[config.mk]
export PLATFORM = sky130hd
export DESIGN_NAME = gtm_timer
export DESIGN_NICKNAME = d
export VERILOG_FILES = /design/src/rtl/gtm_pkg.sv /design/src/rtl/gtm_prescale.sv /design/src/rtl/gtm_gate_sync.sv /design/src/rtl/gtm_timer.sv
export SDC_FILE = /design/constraint.sdc
export NUM_CORES = 1
export LEC_CHECK = 0
export ABC_AREA = 0
export BUFFER_PORTS_ARGS = -buffer_cell sky130_fd_sc_hd__buf_2
export CORE_AREA = 2 2 101 103
export DETAILED_ROUTE_END_ITERATION = 10
export DIE_AREA = 0 0 103 105
export PLACE_DENSITY = 0.62
export SETUP_SLACK_MARGIN = 0.1
export SYNTH_ARGS = -nofsm -noshare
export SYNTH_HDL_FRONTEND = slang
export SYNTH_SLANG_ARGS = --single-unit
[constraint.sdc]
create_clock -name clk -period 5.4 [get_ports clk]
set_input_delay 0.54 -clock clk [delete_from_list [all_inputs] [get_ports clk]]
set_output_delay 0.54 -clock clk [all_outputs]
set_load 0.03 [all_outputs]
[src/rtl/gtm_pkg.sv]
package gtm_pkg;
    localparam int GTM_DATA_W = 8;
    localparam int GTM_CNT_W  = 2 * GTM_DATA_W;
    localparam int GTM_ADDR_W = 3;
    localparam int GTM_EXP_W  = 3;

    // control byte bit positions
    localparam int CB_EN   = 0;
    localparam int CB_MODE = 1;
    localparam int CB_POL  = 2;
    localparam int CB_INIT = 3;
    localparam int CB_OEN  = 4;
    localparam int CB_EXP  = 5;

    typedef enum logic [GTM_ADDR_W-1:0] {
        A_CTRL = 3'd0,
        A_CNTH = 3'd1,
        A_CNTL = 3'd2,
        A_RLDH = 3'd3,
        A_RLDL = 3'd4
    } gtm_addr_e;

    typedef enum logic {
        MODE_CMP  = 1'b0,
        MODE_GATE = 1'b1
    } gtm_mode_e;

    typedef struct packed {
        logic [GTM_CNT_W-1:0]  cnt;
        logic [GTM_CNT_W-1:0]  rld;
        logic                  en;
        gtm_mode_e             mode;
        logic                  pol;
        logic                  init;
        logic                  oen;
        logic [GTM_EXP_W-1:0]  exp;
        logic                  out;
        logic                  irq;
        logic                  ph_v;
        logic                  pl_v;
        logic [GTM_DATA_W-1:0] ph;
        logic [GTM_DATA_W-1:0] pl;
    } gtm_state_t;
endpackage

[src/rtl/gtm_prescale.sv]
module gtm_prescale #(
    parameter int EXP_W = 3
) (
    input  logic             clk,
    input  logic             rst_n,
    input  logic             clr,
    input  logic             run,
    input  logic [EXP_W-1:0] exp,
    output logic             tick
);
    localparam int CW = (1 << EXP_W) - 1;

    logic [CW-1:0] cnt_d, cnt_q;
    logic [CW-1:0] lim;

    // terminal count has the low 'exp' bits set
    always_comb begin
        for (int i = 0; i < CW; i++) begin
            lim[i] = (i < int'(exp));
        end
    end

    always_comb begin
        tick  = run && (cnt_q == lim);
        cnt_d = cnt_q;
        if (clr) begin
            cnt_d = '0;
        end else if (run) begin
            cnt_d = tick ? '0 : cnt_q + 1'b1;
        end
    end

    always_ff @(posedge clk or negedge rst_n) begin
        if (!rst_n) cnt_q <= '0;
        else        cnt_q <= cnt_d;
    end
endmodule

[src/rtl/gtm_gate_sync.sv]
module gtm_gate_sync #(
    parameter int STAGES = 2
) (
    input  logic clk,
    input  logic rst_n,
    input  logic pin,
    input  logic pol,
    output logic act,
    output logic fall
);
    logic [STAGES-1:0] sync_q;
    logic              act_q;

    genvar g;
    generate
        for (g = 0; g < STAGES; g++) begin : g_stage
            if (g == 0) begin : g_first
                always_ff @(posedge clk or negedge rst_n) begin
                    if (!rst_n) sync_q[0] <= 1'b0;
                    else        sync_q[0] <= pin;
                end
            end else begin : g_next
                always_ff @(posedge clk or negedge rst_n) begin
                    if (!rst_n) sync_q[g] <= 1'b0;
                    else        sync_q[g] <= sync_q[g-1];
                end
            end
        end
    endgenerate

    assign act  = (sync_q[STAGES-1] == pol);
    assign fall = act_q && !act;

    always_ff @(posedge clk or negedge rst_n) begin
        if (!rst_n) act_q <= 1'b0;
        else        act_q <= act;
    end
endmodule

[src/rtl/gtm_timer.sv]
module gtm_timer
    import gtm_pkg::*;
#(
    parameter int SYNC_STAGES = 2
) (
    input  logic                  clk,
    input  logic                  rst_n,
    input  logic                  wr_en,
    input  logic [GTM_ADDR_W-1:0] wr_addr,
    input  logic [GTM_DATA_W-1:0] wr_data,
    input  logic                  tmr_in,
    output logic                  tmr_out,
    output logic                  irq
);
    localparam int HI = GTM_CNT_W - 1;
    localparam int LO = GTM_DATA_W;

    gtm_state_t st_d, st_q;
    logic tick_w;
    logic gate_act_w;
    logic gate_fall_w;
    logic run_w;
    logic pend_w;

    assign run_w  = st_q.en && (st_q.mode == MODE_CMP || gate_act_w);
    assign pend_w = st_q.ph_v || st_q.pl_v;

    gtm_prescale #(.EXP_W(GTM_EXP_W)) u_presc (
        .clk  (clk),
        .rst_n(rst_n),
        .clr  (!st_q.en),
        .run  (run_w),
        .exp  (st_q.exp),
        .tick (tick_w)
    );

    gtm_gate_sync #(.STAGES(SYNC_STAGES)) u_gate (
        .clk  (clk),
        .rst_n(rst_n),
        .pin  (tmr_in),
        .pol  (st_q.pol),
        .act  (gate_act_w),
        .fall (gate_fall_w)
    );

    always_comb begin
        logic [GTM_CNT_W-1:0] nxt;
        st_d     = st_q;
        st_d.irq = 1'b0;
        nxt      = st_q.cnt + 1'b1;

        if (!st_q.en) begin
            st_d.ph_v = 1'b0;
            st_d.pl_v = 1'b0;
        end

        // counting on a prescaled tick
        if (st_q.en && tick_w) begin
            if (pend_w) begin
                st_d.cnt  = {st_q.ph_v ? st_q.ph : st_q.cnt[HI:LO],
                             st_q.pl_v ? st_q.pl : st_q.cnt[LO-1:0]};
                st_d.ph_v = 1'b0;
                st_d.pl_v = 1'b0;
            end else if (st_q.mode == MODE_CMP) begin
                st_d.cnt = nxt;
                if (nxt == st_q.rld) begin
                    st_d.irq = 1'b1;
                    if (st_q.oen) st_d.out = !st_q.out;
                end
            end else begin
                if (st_q.cnt == st_q.rld) begin
                    st_d.cnt = GTM_CNT_W'(1);
                    st_d.irq = 1'b1;
                end else begin
                    st_d.cnt = nxt;
                end
            end
        end

        // gate closing in gated mode
        if (st_q.en && st_q.mode == MODE_GATE && gate_fall_w) begin
            st_d.irq = 1'b1;
        end

        // register writes
        if (wr_en) begin
            case (gtm_addr_e'(wr_addr))
                A_CTRL: begin
                    st_d.en   = wr_data[CB_EN];
                    st_d.mode = gtm_mode_e'(wr_data[CB_MODE]);
                    st_d.pol  = wr_data[CB_POL];
                    st_d.init = wr_data[CB_INIT];
                    st_d.oen  = wr_data[CB_OEN];
                    st_d.exp  = wr_data[CB_EXP +: GTM_EXP_W];
                    if (!st_q.en) st_d.out = wr_data[CB_INIT];
                end
                A_CNTH: begin
                    if (st_q.en) begin
                        st_d.ph_v = 1'b1;
                        st_d.ph   = wr_data;
                    end else begin
                        st_d.cnt[HI:LO] = wr_data;
                    end
                end
                A_CNTL: begin
                    if (st_q.en) begin
                        st_d.pl_v = 1'b1;
                        st_d.pl   = wr_data;
                    end else begin
                        st_d.cnt[LO-1:0] = wr_data;
                    end
                end
                A_RLDH:  st_d.rld[HI:LO]   = wr_data;
                A_RLDL:  st_d.rld[LO-1:0]  = wr_data;
                default: ;
            endcase
        end
    end

    always_ff @(posedge clk or negedge rst_n) begin
        if (!rst_n) st_q <= '0;
        else        st_q <= st_d;
    end

    assign tmr_out = st_q.out;
    assign irq     = st_q.irq;
endmodule

Yosys cells after proc, flatten, opt, wreduce, memory -nomap -nowiden
Index checks and enable logic that the tools add are counted.
{"block": "op_classes", "addsub": 2, "magnitude_cmp": 7, "eq_ne": 9, "mux": 37, "bitwise_logic": 1, "n_reduce_logical": 16}
{"cell": "two-way mux 8 bit", "n": 12}
{"cell": "two-way mux 16 bit", "n": 4}
{"cell": "two-way mux 41 bit", "n": 1}
{"cell": "equality test 16 bit", "n": 2}
{"cell": "two-way mux 7 bit", "n": 3}
{"cell": "two-way mux 18 bit", "n": 1}
{"cell": "adder 16 x 1 -> 16 bit, second input constant", "n": 1}
{"cell": "two-way mux 1 bit", "n": 10}
{"cell": "less-than comparator 3 bit, first input constant", "n": 3}
{"cell": "two-way mux 9 bit", "n": 1}
{"cell": "two-way mux 2 bit", "n": 4}
{"cell": "adder 7 x 1 -> 7 bit, second input constant", "n": 1}
{"cell": "equality test 7 bit", "n": 1}
{"cell": "equality test 3 x 2 -> 1 bit, second input constant", "n": 2}
{"cell": "logical AND 1 bit", "n": 6}
{"cell": "less-than comparator 1 x 3 -> 1 bit, first input constant", "n": 2}
{"cell": "less-than comparator 2 x 3 -> 1 bit, first input constant", "n": 2}
{"cell": "AND reduction 2 bit", "n": 3}
{"cell": "AND reduction 3 bit", "n": 2}
{"cell": "two-way mux 4 bit", "n": 1}
{"cell": "equality test 3 x 1 -> 1 bit, second input constant", "n": 1}
{"cell": "equality test 3 bit, second input constant", "n": 1}
{"cell": "zero test 3 bit", "n": 1}
{"cell": "zero test 1 bit", "n": 2}
{"cell": "other kinds (4)", "n": 5}
{"block": "totals", "ff_bits": 70, "input_bits": 15, "out_inout_bits": 2, "wordCells": 91}

Depth between registers and ports, before layout
Gate-level depths: netlist of run 1.
{"block": "logic_depth", "ltp_word": 9, "mapped_depth": 9, "depth_no_buf": 8}

Cells and area by module
Synthesis of run 1 repeated with hierarchy kept, for this count alone.
{"block": "hier_totals", "cells_unflattened": 416, "area_unflattened_um2": 4240.3}
{"module": "gtm_timer", "n_inst": 1, "cells_each": 346, "area_per_inst_um2": 3589.7, "seq_area_each_um2": 1476.4}
{"module": "gtm_prescale", "n_inst": 1, "cells_each": 65, "area_per_inst_um2": 560.5, "seq_area_each_um2": 175.2}
{"module": "gtm_gate_sync", "n_inst": 1, "cells_each": 5, "area_per_inst_um2": 90.1, "seq_area_each_um2": 75.1}

Worst setup path after synthesis of run 1
OpenSTA, ideal clock, no wires.
{"block": "synth_timing", "kind": "reg2reg", "startpoint": "register st_q[44] (netlist bit)", "endpoint": "register st_q, in the netlist tmr_out", "setup_time_ns": 0.082, "arrival_time_ns": 2.625, "t_required_ns": 5.318, "slack_ns": 2.694, "stages_incl_launch_ff": 9, "n_path_buf": 0, "period_less_slack_ns": 2.706, "path_cell_list": "dfrtp_1 ha_1 xor2_1 nor3_4 nand4_1 or4_1 or4_4 or3_1 a31oi_1"}
{"item": "start, declared", "line_no": "gtm_timer.sv:18", "source": "gtm_state_t st_d, st_q;"}
{"item": "start signal, assigned", "line_no": "gtm_timer.sv:122", "source": "else st_q <= st_d;"}

==> flow_summary.ini, run 1 <==
[outcome]
status = completed

[timing]
setup_violations = 0
min_period_ns = 3.01
fin_crit_sh_pct = 55.8
rsz0062_at_grt = false
finClkSkew_ns = 0.00838
max_freq_mhz = 332
setup_tns_ns = 0
worst_pin_slew_ns = 0.882
finalHoldViolations = 0
worst_slack_ns = 2.39
slew_headroom_pct = 41.2
slew_viol_final = 0

[clock_tree]
postCtsResizedCells = 0
path_clk_slew_ns = 0.08
htreeDepth = 3
cts_tree = done
cts_setup_buffers = 0
root_buffer = clkbuf_8
cts_buffer_depth = 2
cts_made_buffers = 9
worstSkewPairLatency_ns = 0.36
clock-sinks = 69
ctsHoldBuffers = 0

[critical_path]
worstSetupPathType = reg -> reg
start_kind = register
worstPathMaxFanout = 7
endpoint_kind = register
r2r_slack_ns = 2.39
arrival_ns = 3.31
critPathRequiredTime_ns = 5.69

[grt]
grt_pass1_vias = 3259
antenna_found_initial = 0
overflow = 0
grt_max_degree = 70
grt_pass1_wl_um = 17300
grt_use_total_pct = 20.9

[floorplan]
core_mm2 = 0.00964
die_area_mm2 = 0.0108
die_h_um = 105
ioPinCount = 17
num_rows = 36
die_w_um = 103
initial_utilization_pct = 43.2

[final_layout]
regArea_mm2 = 0.00173
multi_input_area_mm2 = 0.00223
fillers = 989
drive_gt1_share_pct = 17.0
num_antenna_cells = 0
syn_to_final_growth_pct = 8.51
fin_nets = 460
post-route-cell-area_mm2 = 0.00452
final_util_pct = 46.8

[route]
drt_first_iter_violations = 220
viasPerCell = 5.90
drcViolationCount = 0
vias = 3426
antenna_left = 0
wl_um = 10500
detail_route.wl_per_cell_um = 18.0
drt_first_pass_iters = 5

[yosys]
syn_nets = 457
ys_warn_count = 0
synthTopCellsByCount = dfrtp_1, nand2_1, o21ai_0
synth.avg_cell_area_um2 = 9.46
synth_top_area_share_pct = 41.5
async_reset_ff_share_pct = 100
seq_area_frac_synth_pct = 41.5
synth_flop_cell = dfrtp_1
synth_area_leaders = dfrtp_1, mux2_2, xor2_1
synthCells = 440
synthDistinctLibCells = 65
netlist_area_mm2 = 0.00416
synth.most_common_cell = dfrtp_1
synth_seq_cells = 69
synth_edf_count = 0
synth_area_leader_cell = dfrtp_1

[place]
dp_slack_ns = 2.44
post-dp-hpwl_um = 7420
portBuffers = 16
dpl-instance-area_mm2 = 0.00428
place_congestion = 0.871

[pwr]
cellPowerDensity_mw_per_mm2 = 421
ir_worst_vdd_mv = 0.222
power_mw = 1.90
p_leak_nw = 1.94

[hold_path]
hold_class = in -> reg

[job]
drv_cap = 0
[routing by layer]
metal,routed length [um],GRT usage (%)
met2,4670,30.1
met1,5070,31.3
met4,224,7.80
met3,506,3.34
met5,0,0
[sequential cells by signal (all words and copies together), names as in the netlist]
signal	count
tmr_out	1
u_presc.cnt_q	7
u_gate.sync_q	2
u_gate.act_q	1
irq	1
st_q	57
[path summary, 6_finish.rpt]
kind,start,end,depth (start not counted)
worst min register to register,u_gate.sync_q[0]$_DFF_PN0_,u_gate.sync_q[1]$_DFF_PN0_,0
worst max register to register,st_q[44]$_DFF_PN0_,tmr_out$_DFF_PN0_,8
worst max-delay path,st_q[44]$_DFF_PN0_,tmr_out$_DFF_PN0_,8
worst min-delay path,tmr_in,u_gate.sync_q[0]$_DFF_PN0_,1
max in group asynchronous,rst_n,st_q[43]$_DFFE_PN0P_,2
min in group asynchronous,rst_n,st_q[28]$_DFFE_PN0P_,2
[power breakdown]
group	internal, mW	switching (mW)
clock	0.319	0.199
combinational	0.277	0.299
sequential	0.640	0.168
total	1.24	0.666
[placed cells by master (no fill, tap or decap), drive strengths merged, types with 3 or more instances in the layout]
cell and n:
dfrtp 69, nand2 45, o21ai 33, mux2 29, nor2 26, xor2 21, buf 20, a21oi 16
nand3 15, nor3 13, inv 12, clkbuf 12, xnor2 9, a31oi 9, nand2b 8, and3 7
nand4 7, nor4 6, or4 6, or3 5, nor3b 5, a22oi 5, a21o 5, o22ai 5
o211ai 4, a22o 4, or2 3, nor2b 3, a211oi 3, o22a 3, o41ai 3, o21bai 3
bufinv 3, o31a 3
[final cells by class]
| type | instances | area share (%) |
|---|---|---|
| repair buffers | 20 | 2.44 |
| inverters | 12 | 0.998 |
| multi-input cells | 331 | 49.3 |
| flip-flops and latches | 69 | 38.2 |
| well taps | 133 | 3.69 |
| clock inverters | 4 | 2.11 |
| clock buffers | 12 | 3.21 |
[cells by family (layout without fill, tap and decap cells)]
logic type | Yosys count | after routing | share of synthesized area, %
AOI/OAI and AO/OA | 113 | 113 | 18.2
muxes | 29 | 29 | 7.85
adders and majority gates | 2 | 2 | 0.601
buffers and inverters | 40 | 48 | 4.99
and+or+nand+nor | 156 | 156 | 19.8
xor gates and xnor gates | 31 | 31 | 7.07
DFF | 69 | 69 | 41.5
[through the flow]
| step | cells | hold slack [ns] |
|---|---|---|
| after floorplan | 440 | 0.244 |
| after global placement | 565 | 0.344 |
| after detailed placement | 565 | 0.336 |
| after CTS | 581 | 0.274 |
| after global routing | 581 | 0.270 |
| final | 581 | 0.281 |
[critical path: stages, from the launching register on]
cell      delay, ns
dfrtp_1        0.46
ha_1           0.28
nand3_1        0.26
nor4_1         0.55
xnor2_1        0.19
o311ai_0       0.15
or4_4          0.52
or3_1          0.36
a31oi_1        0.16
No activity file was read; power rests on OpenSTA's default activity.
==> run 2, diff against run 1 <==
--- a/config.mk
+++ b/config.mk
@@ -5,12 +5,12 @@
 export SDC_FILE = /design/constraint.sdc
 export NUM_CORES = 1
 export LEC_CHECK = 0
-export ABC_AREA = 0
+export ABC_AREA = 1
 export BUFFER_PORTS_ARGS = -buffer_cell sky130_fd_sc_hd__buf_2
-export CORE_AREA = 2 2 101 103
+export CORE_AREA = 2 2 104 106
 export DETAILED_ROUTE_END_ITERATION = 10
-export DIE_AREA = 0 0 103 105
-export PLACE_DENSITY = 0.62
+export DIE_AREA = 0 0 106 108
+export PLACE_DENSITY = 0.64
 export SETUP_SLACK_MARGIN = 0.1
 export SYNTH_ARGS = -nofsm -noshare
 export SYNTH_HDL_FRONTEND = slang
==> constraint.sdc (replaced) <==
create_clock -name clk -period 2.42 [get_ports clk]
set_input_delay 0.242 -clock clk [delete_from_list [all_inputs] [get_ports clk]]
set_output_delay 0.242 -clock clk [all_outputs]
set_load 0.03 [all_outputs]
==> run 2 against run 1 <==
- cell area rose by 8.0%
- via count is 25% higher
- clock power rose by 83%
- total power increased by 140%
- maximum frequency grew 44%
- non-clock buffer count increased by 2
- routed wire length up 23%
- hold slack worse by 0.16 ns
- worst setup slack worse by 2.1 ns
- largest power group unchanged
- highest routed layer unchanged
==> flow_summary.ini, run 2 <==
[critical_path]
r2r_slack_ns = 0.32
reg2reg_depth = 14
start_kind = register
endpoint_kind = register
critPathSlowestCell = dfrtp_1
arrival_ns = 2.33
max_stage_delay_ns = 0.47
r2r-end = tmr_out$_DFF_PN0_
worstSetupPathType = reg -> reg
worstPathMaxFanout = 6
critPathRequiredTime_ns = 2.65
crit_path_cell_trace = ha_1 -> nand2_4 -> nor2_4 -> nand3_1 -> nand2_1 -> nand2_1 -> nand2_1 -> nand2_1 -> nor2_1 -> nand2_1 -> nor2_2 -> nand3_1 -> nand3_1 -> nand2_1
reg2reg_from = st_q[44]$_DFF_PN0_
path_common_cell = nand2_1

[route]
viasPerCell = 5.49
antenna_left = 0
detail_route.wl_per_cell_um = 16.5
drt_first_pass_iters = 5
wl_um = 12800
drt_first_iter_violations = 291
drcViolationCount = 0
vias = 4273

[hold_path]
hold_class = in -> reg
hold_start = wr_data[1]
hold_depth = 3
min_to = st_q[53]$_DFF_PN0_

[yosys]
yosys.area_share.simple_pct = 32.9
netlist_area_mm2 = 0.00446
syn_nets = 641
synthCells = 624
synthTopCellsByCount = nand2_1, dfrtp_1, inv_1, o21ai_0, nor2_1
synth_top_family_by_area = simple AND/OR/NAND/NOR gates
synth.most_common_cell = nand2_1
synth_edf_count = 0
async_reset_ff_share_pct = 100
synth.area.mux_share_pct = 0
synth_area_leaders = dfrtp_1, nand2_1, o21ai_0
synthDistinctLibCells = 37
seq_area_frac_synth_pct = 38.7
synth_compound_area_share_pct = 15.6
synth_area_leader_cell = dfrtp_1
synth_flop_cell = dfrtp_1
synth_xor_area_share_pct = 4.13
post_synth_fa_ha_maj_area_fraction_pct = 0.561
synth.avg_cell_area_um2 = 7.14
ys_warn_count = 0
synth_seq_cells = 69
synth_top_area_share_pct = 38.7

[final_layout]
largest_reg_flops = 57
fin_nets = 658
final_common_cell = nand2_1
drive_gt1_share_pct = 11.7
syn_to_final_growth_pct = 9.37
num_antenna_cells = 0
largestRegisters = st_q x57, u_presc.cnt_q x7, u_gate.sync_q x2
layout_common_cells = nand2_1, dfrtp_1, inv_1, o21ai_0, nor2_1
top_register = st_q

[clock_tree]
path_clk_slew_ns = 0.08
cts_tree = done
cts_buffer_depth = 2
cts_setup_buffers = 0
cts_made_buffers = 9
root_buffer = clkbuf_8
htreeDepth = 3
worstSkewPairLatency_ns = 0.35
clock-sinks = 69

[floorplan]
initial_utilization_pct = 43.6
num_rows = 37
core_mm2 = 0.0102
ioPinCount = 17
die_area_mm2 = 0.0114
die_h_um = 108
die_w_um = 106

[pwr]
p_leak_nw = 2.34
ir_worst_vdd_mv = 0.420
power_mw = 4.63
cellPowerDensity_mw_per_mm2 = 949

[timing]
min_period_ns = 2.10
fin_crit_sh_pct = 86.8
max_freq_mhz = 476
worst_pin_slew_ns = 0.679
slew_viol_final = 0
worst_slack_ns = 0.320
slew_headroom_pct = 54.6
setup_violations = 0
finClkSkew_ns = 0.0100
finalHoldViolations = 0
rsz0062_at_grt = false
setup_tns_ns = 0

[grt]
overflow = 0
grt_pass1_vias = 4106
grt_pass1_wl_um = 21300
grt_use_total_pct = 24.2
antenna_found_initial = 1
grt_max_degree = 45

[job]
drv_cap = 0

[outcome]
status = completed

[place]
portBuffers = 16
place_congestion = 0.995
dp_slack_ns = 0.295
post-dp-hpwl_um = 9500
## run 2: worst max path at each step
stage	endpoint	cells past startpoint	from	slack (ns)
5_1_grt	tmr_out$_DFF_PN0_	14	st_q[44]$_DFF_PN0_	0.11
3_3_place_gp	st_q[51]$_DFF_PN0_	13	st_q[22]$_DFFE_PN0P_	0.29
3_5_place_dp	st_q[51]$_DFF_PN0_	13	st_q[22]$_DFFE_PN0P_	0.30
4_1_cts	st_q[51]$_DFF_PN0_	13	st_q[22]$_DFFE_PN0P_	0.28
6_report	tmr_out$_DFF_PN0_	14	st_q[44]$_DFF_PN0_	0.32
2_1_floorplan	tmr_out$_DFF_PN0_	14	st_q[44]$_DFF_PN0_	0.55
## run 2: kinds of logic (layout without fill, tap and decap cells)
logic type                 after synthesis  in the layout
adders and majority gates                2              2
AOI/OAI and AO/OA                      128            128
DFF                                     69             69
and+or+nand+nor                        314            314
buffers and inverters                   90            109
xor gates and xnor gates                21             21
## run 2: area by class of cell
class	instances	area, um^2
clock inverter	2	35.0
tap	136	170
clock buffer	11	151
timing repair buffer	22	143
inverter	74	279
sequential	69	1730
fill	1021	5360
multi-input combinational	465	2370
## run 2: metal layers
metal,vias up,GRT usage (%),wire length (um)
met5,-,0,0
met4,0,10.8,388
met3,32,3.92,802
met2,161,37.5,5730
met1,2015,33.4,5910
li1,2065,-,-
## run 2: critical path, delay by kind of cell (launching register included)
| family | cells | cell delay [ns] |
|---|---|---|
| DFF | 1 | 0.47 |
| adders and majority gates | 1 | 0.30 |
| and+or+nand+nor | 13 | 1.21 |
## run 2: power breakdown
| group | total, mW | leakage [nW] | internal [mW] | switching (mW) |
|---|---|---|---|---|
| Combinational | 1.84 | 1.38 | 0.651 | 1.19 |
| Sequential | 1.84 | 0.871 | 1.44 | 0.399 |
| Clock | 0.947 | 0.0971 | 0.514 | 0.433 |
## run 2: through the flow
| stage | hold WS [ns] | std cells | area [um^2] | util (%) |
|---|---|---|---|---|
| 2_1_floorplan | -0.0536 | 624 | 4460 | - |
| 3_3_place_gp | 0.286 | 764 | 4670 | 45.6 |
| 3_5_place_dp | 0.306 | 764 | 4670 | 45.6 |
| 4_1_cts | 0.110 | 779 | 4870 | 47.6 |
| 5_1_grt | 0.113 | 779 | 4880 | 47.7 |
| 6_report | 0.121 | 779 | 4880 | 47.7 |
## run 2: what timing repair did
item	CTS	global route
hold endpoints to repair	26	0
hold buffers	2	0
resized for setup	0	2
endpoints found under the setup margin	0	3
